`src/rtl/sram_acc_pkg.sv`:
```
package sram_acc_pkg;
  typedef enum logic [1:0] {
    ST_IDLE  = 2'd0,
    ST_PRE   = 2'd1,
    ST_SENSE = 2'd2,
    ST_WRITE = 2'd3
  } acc_state_e;

  typedef enum logic [1:0] {
    OP_NONE  = 2'd0,
    OP_READ  = 2'd1,
    OP_WRITE = 2'd2
  } acc_op_e;

  typedef struct packed {
    logic pre_n;
    logic rd_n;
    logic wr_en;
    logic addr_en;
  } strobe_t;
endpackage

```
`src/rtl/sram_acc_req_decode.sv`:
```
module sram_acc_req_decode
  import sram_acc_pkg::*;
(
  input  logic    rd_req_i,
  input  logic    wr_req_i,
  output acc_op_e op_o
);
  // both requests at once is treated as no operation
  always_comb begin
    unique case ({rd_req_i, wr_req_i})
      2'b10:   op_o = OP_READ;
      2'b01:   op_o = OP_WRITE;
      default: op_o = OP_NONE;
    endcase
  end
endmodule

```
`src/rtl/sram_acc_seq.sv`:
```
module sram_acc_seq
  import sram_acc_pkg::*;
#(
  parameter int unsigned PRE_LEN   = 1,
  parameter int unsigned SENSE_LEN = 1,
  parameter int unsigned WR_LEN    = 1
) (
  input  logic       clk_i,
  input  logic       rst_ni,
  input  acc_op_e    op_i,
  output acc_state_e state_o,
  output logic       busy_o,
  output logic       done_o
);
  localparam int unsigned LEN_A   = (PRE_LEN > SENSE_LEN) ? PRE_LEN : SENSE_LEN;
  localparam int unsigned LEN_MAX = (LEN_A > WR_LEN) ? LEN_A : WR_LEN;
  localparam int unsigned CW      = $clog2(LEN_MAX + 1);

  acc_state_e    state_q, state_d;
  logic [CW-1:0] cnt_q, cnt_d, len_m1;
  logic          last;

  always_comb begin
    unique case (state_q)
      ST_PRE:   len_m1 = CW'(PRE_LEN - 1);
      ST_SENSE: len_m1 = CW'(SENSE_LEN - 1);
      ST_WRITE: len_m1 = CW'(WR_LEN - 1);
      default:  len_m1 = '0;
    endcase
  end

  assign last = (cnt_q == len_m1);

  always_comb begin
    state_d = state_q;
    unique case (state_q)
      ST_IDLE: begin
        if (op_i == OP_READ)       state_d = ST_PRE;
        else if (op_i == OP_WRITE) state_d = ST_WRITE;
      end
      ST_PRE:   if (last) state_d = ST_SENSE;
      ST_SENSE: if (last) state_d = ST_IDLE;
      ST_WRITE: if (last) state_d = ST_IDLE;
      default:  state_d = ST_IDLE;
    endcase
  end

  always_comb begin
    if (state_d != state_q || state_q == ST_IDLE) cnt_d = '0;
    else                                          cnt_d = cnt_q + CW'(1);
  end

  always_ff @(posedge clk_i or negedge rst_ni) begin
    if (!rst_ni) begin
      state_q <= ST_IDLE;
      cnt_q   <= '0;
    end else begin
      state_q <= state_d;
      cnt_q   <= cnt_d;
    end
  end

  assign state_o = state_q;
  assign busy_o  = (state_q != ST_IDLE);
  assign done_o  = last && (state_q == ST_SENSE || state_q == ST_WRITE);

  AST_IDLE_HOLD: assert property (@(posedge clk_i) disable iff (!rst_ni)
    (state_q == ST_IDLE && op_i == OP_NONE) |=> (state_q == ST_IDLE));
  AST_SENSE_AFTER_PRE: assert property (@(posedge clk_i) disable iff (!rst_ni)
    (state_q == ST_SENSE && $past(state_q) != ST_SENSE) |-> ($past(state_q) == ST_PRE));
  AST_NO_SHORTEN: assert property (@(posedge clk_i) disable iff (!rst_ni)
    (state_q != ST_IDLE && !last) |=> $stable(state_q));
  AST_DONE_SINGLE: assert property (@(posedge clk_i) disable iff (!rst_ni)
    done_o |=> !done_o);
  AST_RETURN_IDLE: assert property (@(posedge clk_i) disable iff (!rst_ni)
    done_o |=> (state_q == ST_IDLE));
endmodule

```
`src/rtl/sram_acc_strobe_gen.sv`:
```
module sram_acc_strobe_gen
  import sram_acc_pkg::*;
(
  input  logic       clk_i,
  input  logic       rst_ni,
  input  acc_state_e state_i,
  output strobe_t    strobe_o
);
  always_comb begin
    strobe_o = '{pre_n: 1'b1, rd_n: 1'b1, wr_en: 1'b0, addr_en: 1'b0};
    unique case (state_i)
      ST_PRE:   strobe_o.pre_n = 1'b0;
      ST_SENSE: begin
        strobe_o.rd_n    = 1'b0;
        strobe_o.addr_en = 1'b1;
      end
      ST_WRITE: begin
        strobe_o.wr_en   = 1'b1;
        strobe_o.addr_en = 1'b1;
      end
      default: ;
    endcase
  end

  AST_PRE_SENSE_EXCL: assert property (@(posedge clk_i) disable iff (!rst_ni)
    !(!strobe_o.pre_n && !strobe_o.rd_n));
  AST_NO_WRITE_IN_SENSE: assert property (@(posedge clk_i) disable iff (!rst_ni)
    !(strobe_o.wr_en && !strobe_o.rd_n));
  AST_WRITE_ADDR: assert property (@(posedge clk_i) disable iff (!rst_ni)
    strobe_o.wr_en |-> (strobe_o.addr_en && strobe_o.pre_n));
endmodule

```
`src/rtl/sram_acc_ctrl.sv`:
```
module sram_acc_ctrl
  import sram_acc_pkg::*;
#(
  parameter int unsigned PRE_LEN   = 1,
  parameter int unsigned SENSE_LEN = 1,
  parameter int unsigned WR_LEN    = 1
) (
  input  logic clk_i,
  input  logic rst_ni,
  input  logic rd_req_i,
  input  logic wr_req_i,
  output logic pre_n_o,
  output logic rd_n_o,
  output logic wr_en_o,
  output logic addr_en_o,
  output logic busy_o,
  output logic done_o
);
  acc_op_e    op;
  acc_state_e state;
  strobe_t    strobe;

  sram_acc_req_decode u_dec (
    .rd_req_i (rd_req_i),
    .wr_req_i (wr_req_i),
    .op_o     (op)
  );

  sram_acc_seq #(
    .PRE_LEN   (PRE_LEN),
    .SENSE_LEN (SENSE_LEN),
    .WR_LEN    (WR_LEN)
  ) u_seq (
    .clk_i   (clk_i),
    .rst_ni  (rst_ni),
    .op_i    (op),
    .state_o (state),
    .busy_o  (busy_o),
    .done_o  (done_o)
  );

  sram_acc_strobe_gen u_stb (
    .clk_i    (clk_i),
    .rst_ni   (rst_ni),
    .state_i  (state),
    .strobe_o (strobe)
  );

  assign pre_n_o   = strobe.pre_n;
  assign rd_n_o    = strobe.rd_n;
  assign wr_en_o   = strobe.wr_en;
  assign addr_en_o = strobe.addr_en;

  AST_BUSY_MATCH: assert property (@(posedge clk_i) disable iff (!rst_ni)
    busy_o == (!pre_n_o || !rd_n_o || wr_en_o));
endmodule

```
`config.mk`:
```
export PLATFORM = sky130hd
export DESIGN_NAME = sram_acc_ctrl
export DESIGN_NICKNAME = d
export VERILOG_FILES = /design/src/rtl/sram_acc_pkg.sv /design/src/rtl/sram_acc_req_decode.sv /design/src/rtl/sram_acc_seq.sv /design/src/rtl/sram_acc_strobe_gen.sv /design/src/rtl/sram_acc_ctrl.sv
export SDC_FILE = /design/constraint.sdc
export NUM_CORES = 1
export LEC_CHECK = 0
export ABC_AREA = 1
export ABC_CLOCK_PERIOD_IN_PS = 1800
export BUFFER_PORTS_ARGS = -buffer_cell sky130_fd_sc_hd__buf_2
export CORE_AREA = 2 2 39 41
export DETAILED_ROUTE_END_ITERATION = 6
export DIE_AREA = 0 0 41 43
export GPL_TIMING_DRIVEN = 0
export MAX_ROUTING_LAYER = met4
export PLACE_DENSITY = 0.37
export SYNTH_ARGS = -nofsm -noshare
export SYNTH_HDL_FRONTEND = slang
export SYNTH_SLANG_ARGS = --single-unit
```
`constraint.sdc`:
```
create_clock -name clk_i -period 1.8 [get_ports clk_i]
set_input_delay 0.45 -clock clk_i [delete_from_list [all_inputs] [get_ports clk_i]]
set_output_delay 0.45 -clock clk_i [all_outputs]
set_load 0.01 [all_outputs]
```
# --- Word-level counts from Yosys, hierarchy flattened ---
# Cells that the tools add are included.
classes:
  n_eq_ne: 8
  muxes: 11
  reduce_logical: 6
  add_sub_neg: 1
  bitwise: 1
op_table:
  columns: ["op", "count"]
  rows:
  - ["2-bit equality test, second input constant", 4]
  - ["2-bit two-way mux", 4]
  - ["2-bit by 1-bit equality test with 1-bit output, second input constant", 3]
  - ["2-bit case mux with 3 select lines", 1]
  - ["1-bit two-way mux", 5]
  - ["2-bit case mux with 2 select lines", 1]
  - ["2-bit zero test", 1]
  - ["1-bit logical OR", 2]
  - ["2-bit inequality test", 1]
  - ["2-bit nonzero test", 1]
  - ["2-bit OR reduction", 1]
  - ["1-bit adder, second input constant", 1]
  - ["1-bit logical AND", 1]
  - ["1-bit inverter", 1]
word_totals:
  word_cells: 29
  regBits: 3
  input_bits: 4
  out_inout_bits: 6

# --- Logic depth before layout (Yosys ltp) ---
logic_depth:
  depth_word: 9
  mapped_depth: 5
  mapped_depth_nobuf: 5

# --- Hierarchy ---
# From an unflattened synthesis, not the netlist that was laid out.
unflattened:
  cells_unflattened: 34
  area_unflattened_um2: 201.4
modules_own_cells:
  columns: ["mod", "seq_area_each_um2", "area_each_um2", "instances", "cells_each"]
  rows:
  - ["sram_acc_seq", 75.1, 160.2, 1, 23]
  - ["sram_acc_strobe_gen", 0.0, 26.3, 1, 7]
  - ["sram_acc_req_decode", 0.0, 15.0, 1, 4]

# --- Least setup slack after synthesis ---
# OpenSTA, ideal clock, no wires.
synth_path:
  path_kind: "register -> output"
  startpoint: "register u_seq.state_q[1] (netlist: u_seq.state_o[1])"
  endpoint: "output done_o"
  setup_slack_ns: 0.767
  path_stages_with_launch: 3
  arrival_time_ns: 0.583
  n_path_buf: 0
  cell_sequence: "dfrtp_1 -> nand2_1 -> inv_1"
synth_between:
  elab_chain_len: 3
  elab_cells_between_ends: 4
  cone_classes: "2 x eq/ne; 2 x reduce/logical"
synth_lines:
  columns: ["item", "line", "text"]
  rows:
  - ["start: declaration", "sram_acc_seq.sv:19", "acc_state_e state_q, state_d;"]
  - ["start signal: assignment", "sram_acc_seq.sv:58", "state_q <= state_d;"]
  - ["2-bit equality test", "sram_acc_seq.sv:65", "assign done_o = last && (state_q == ST_SENSE || state_q == ST_WRITE);"]
  - ["1-bit logical OR (*)", "sram_acc_seq.sv:65", null]
  - ["1-bit logical AND (*)", "sram_acc_seq.sv:65", null]
  - ["end: declaration", "sram_acc_ctrl.sv:17", "output logic done_o"]
# Mark *: on every way between the ends. The rest lies on a longest branch, timed or not.

# --- Final worst setup path ---
layout_path:
  startpoint: "register u_seq.state_q[1] (netlist: u_seq.state_o[1])"
  endpoint: "output busy_o"
layout_between:
  elab_chain_len: 1
layout_lines:
  columns: ["item", "line", "text"]
  rows:
  - ["2-bit nonzero test", "sram_acc_seq.sv:64", "assign busy_o = (state_q != ST_IDLE);"]
  - ["end: declaration", "sram_acc_ctrl.sv:16", "output logic busy_o,"]
# Every way passes these cells.

==> run_results.csv <==
group,metric,value,unit
final_layout,final-seq-area,75.1,um2
grt,grt_pass1_vias,178,
setup_path,critPathLaunchType,"flop",
logic_synthesis,ys.flop_type,"dfrtp_1",
logic_synthesis,synth_seq_area_share,0.420,
logic_synthesis,synth_edf_count,0,
final_layout,drive_gt1_frac,0.366,
clock_network,cts_tree,"done",
clock_network,cts_inserted_buffers,3,
detailed_routing,viasPerCell,3.37,
grt,antenna_found_initial,0,
clock_network,cts_max_level,1,
timing,rsz0062_at_grt,"false",
setup_path,r2r_slack,1000,ps
detailed_routing,routedWlPerCell,6.16,um
setup_path,timing.critical_path.max_delay_family,"flip-flops",
logic_synthesis,netlist_area,179,um2
setup_path,r2r_end,"u_seq.state_o[1]$_DFF_PN0_",
logic_synthesis,syn_avg_cell_area,6.39,um2
final_layout,final_nets,46,
logic_synthesis,yosysWarningCount,0,
power,p_leak,0.175,nW
final_layout,area_growth_syn_to_layout,51.0,%
logic_synthesis,synthTopCellsByArea,"dfrtp_1 (42%), nand2_1 (25%), inv_1 (13%)",
timing,fin_setup_tns,0,ps
power,fin_total_pwr,428,uW
timing,slew_violations,0,
final_layout,fillers,168,
detailed_routing,drt-total-wl,351,um
place,dp_cells,53,
min_path,hp-class,"input pin to async pin",
floorplanning,core_area,1380,um2
clock_network,hold_buffers,0,
place,hpwl,305,um
setup_path,path_cells,"inv_2, nand2_2, buf_2",
floorplanning,die_h,43,um
logic_synthesis,synth_top_cell_area_share,0.420,
floorplanning,die_area,1760,um2
logic_synthesis,synth_common_cells,"nand2_1 (12), inv_1 (6), dfrtp_1 (3)",
detailed_routing,wl_met3,25,um
setup_path,r2r_cells,4,
floorplanning,chipWidth,41,um
clock_network,cts_buffer_depth,2,
timing,setup_slack,408,ps
place,io_buffers,9,
clock_network,root_buffer,"clkbuf_4",
detailed_routing,wl_met1,129,um
logic_synthesis,syn-instance-count,28,
floorplanning,ios,10,
logic_synthesis,synth_top_area_cell,"dfrtp_1",
setup_path,reg2reg_from,"u_seq.state_o[1]$_DFF_PN0_",
detailed_routing,dr_wl_met2,192,um
timing,worst_clock_skew,0.379,ps
grt,grt_pass1_wl,558,um
power,peakVddDrop,0.292,mV
setup_path,required,1350,ps
place,gp_congestion,0.623,
timing,fmax,719,MHz
setup_path,arrival,940,ps
logic_synthesis,synthArstFlopShare,1.00,
setup_path,worstPathMaxFanout,6,
clock_network,clkLatencyLatePin,230,ps
floorplanning,initial_core_util,0.129,
floorplanning,rows,14,
timing,finalSetupViolCount,0,
timing,finalCritPeriodShare,0.773,
setup_path,critPathBufInv,2,
clock_network,ctsResizeCount,0,
detailed_routing,highest_layer,"met4",
detailed_routing,drt_iter0_markers,1,
setup_path,end_kind,"output port",
flow_run,cap_viol_max_count,0,
logic_synthesis,ys_types,10,
grt,grt_remaining_overflow,0,
setup_path,criticalPathCategory,"flop to output port",
setup_path,slowest_stage,"dfrtp_1",
final_layout,fin_cells,57,
grt,grt_max_degree,7,
detailed_routing,vias,192,
run_status,status,"completed",
detailed_routing,drtAntennaViolNets,0,
grt,gr-usage-all-layers,0.0567,
clock_network,post_cts_buffers,0,
setup_path,critical_path.max_stage_delay,420,ps
timing,fin_crit,1390,ps
detailed_routing,dr.pass1.iters,2,
final_layout,multiInputGateArea,73.8,um2
logic_synthesis,ys_seq_elements,3,
final_layout,num_antenna_cells,0,
logic_synthesis,synthesis.nets,32,
clock_network,clk_pin_slew,40,ps
place,place_ws,640,ps
detailed_routing,drc,0,
logic_synthesis,yosysMostFrequentCell,"nand2_1",
clock_network,cts_sinks,3,
power,power.density,1580,nW/um2
timing,hold_violations,0,
## kinds of logic after synthesis
logic type / after synthesis / synth area share
simple gates: 16 / 0.392
buf+inv: 8 / 0.168
flops: 3 / 0.420
other cells: 1 / 0.0210
## metrics by stage
step	util	area (um2)	hold WS (ps)
floorplan	-	179	154
global placement	0.176	244	250
detailed placement	0.176	244	253
CTS	0.195	270	1.31
global route	0.195	270	8.11
finish	0.195	270	8.85
## final cells by class
| cell class | count | share of cell area |
|---|---|---|
| multi-input cells | 17 | 0.273 |
| inverters | 7 | 0.0972 |
| plain buffers | 1 | 0.0139 |
| well taps | 16 | 0.0741 |
| clock buffers | 4 | 0.0972 |
| repair buffers | 9 | 0.167 |
| flip-flops and latches | 3 | 0.278 |
## state kept, by name, summed over array words and instances, names as in the netlist
register	flops
u_seq.state_o	2
u_seq.cnt_q	1
## metal layers
| metal | up-vias | GRT usage |
|---|---|---|
| li1 | 102 | - |
| met1 | 84 | 0.0356 |
| met2 | 4 | 0.0813 |
| met3 | 2 | 0.0314 |
| met4 | 0 | 0.0800 |
| met5 | - | - |
## power by group
part,internal [mW],switching (mW)
sequential,0.0903,0.0297
clock,0.0830,0.0333
combinational,0.0813,0.111
total,0.255,0.174
## worst max-delay path by stage
stage | start | to | slack, ps | depth (start not counted)
after detailed placement | u_seq.state_o[1]$_DFF_PN0_ | done_o | 640 | 3
final | u_seq.state_o[1]$_DFF_PN0_ | busy_o | 410 | 3
after global placement | u_seq.state_o[1]$_DFF_PN0_ | done_o | 630 | 3
after global routing | u_seq.state_o[1]$_DFF_PN0_ | done_o | 350 | 3
after CTS | u_seq.state_o[1]$_DFF_PN0_ | done_o | 380 | 3
after floorplan | u_seq.state_o[1]$_DFF_PN0_ | done_o | 770 | 2
## layout by cell type (no fill, tap or decap)
cell | Yosys | layout
conb_1 | 1 | 1
clkbuf_4 | 0 | 3
nand3_2 | 1 | 1
nand2_2 | 1 | 1
inv_1 | 6 | 6
nand2_1 | 12 | 12
buf_2 | 0 | 9
nor2_1 | 1 | 1
nand3_1 | 1 | 1
clkbuf_1 | 1 | 2
inv_2 | 1 | 1
dfrtp_1 | 3 | 3
No activity file was read; power rests on OpenSTA's default activity.
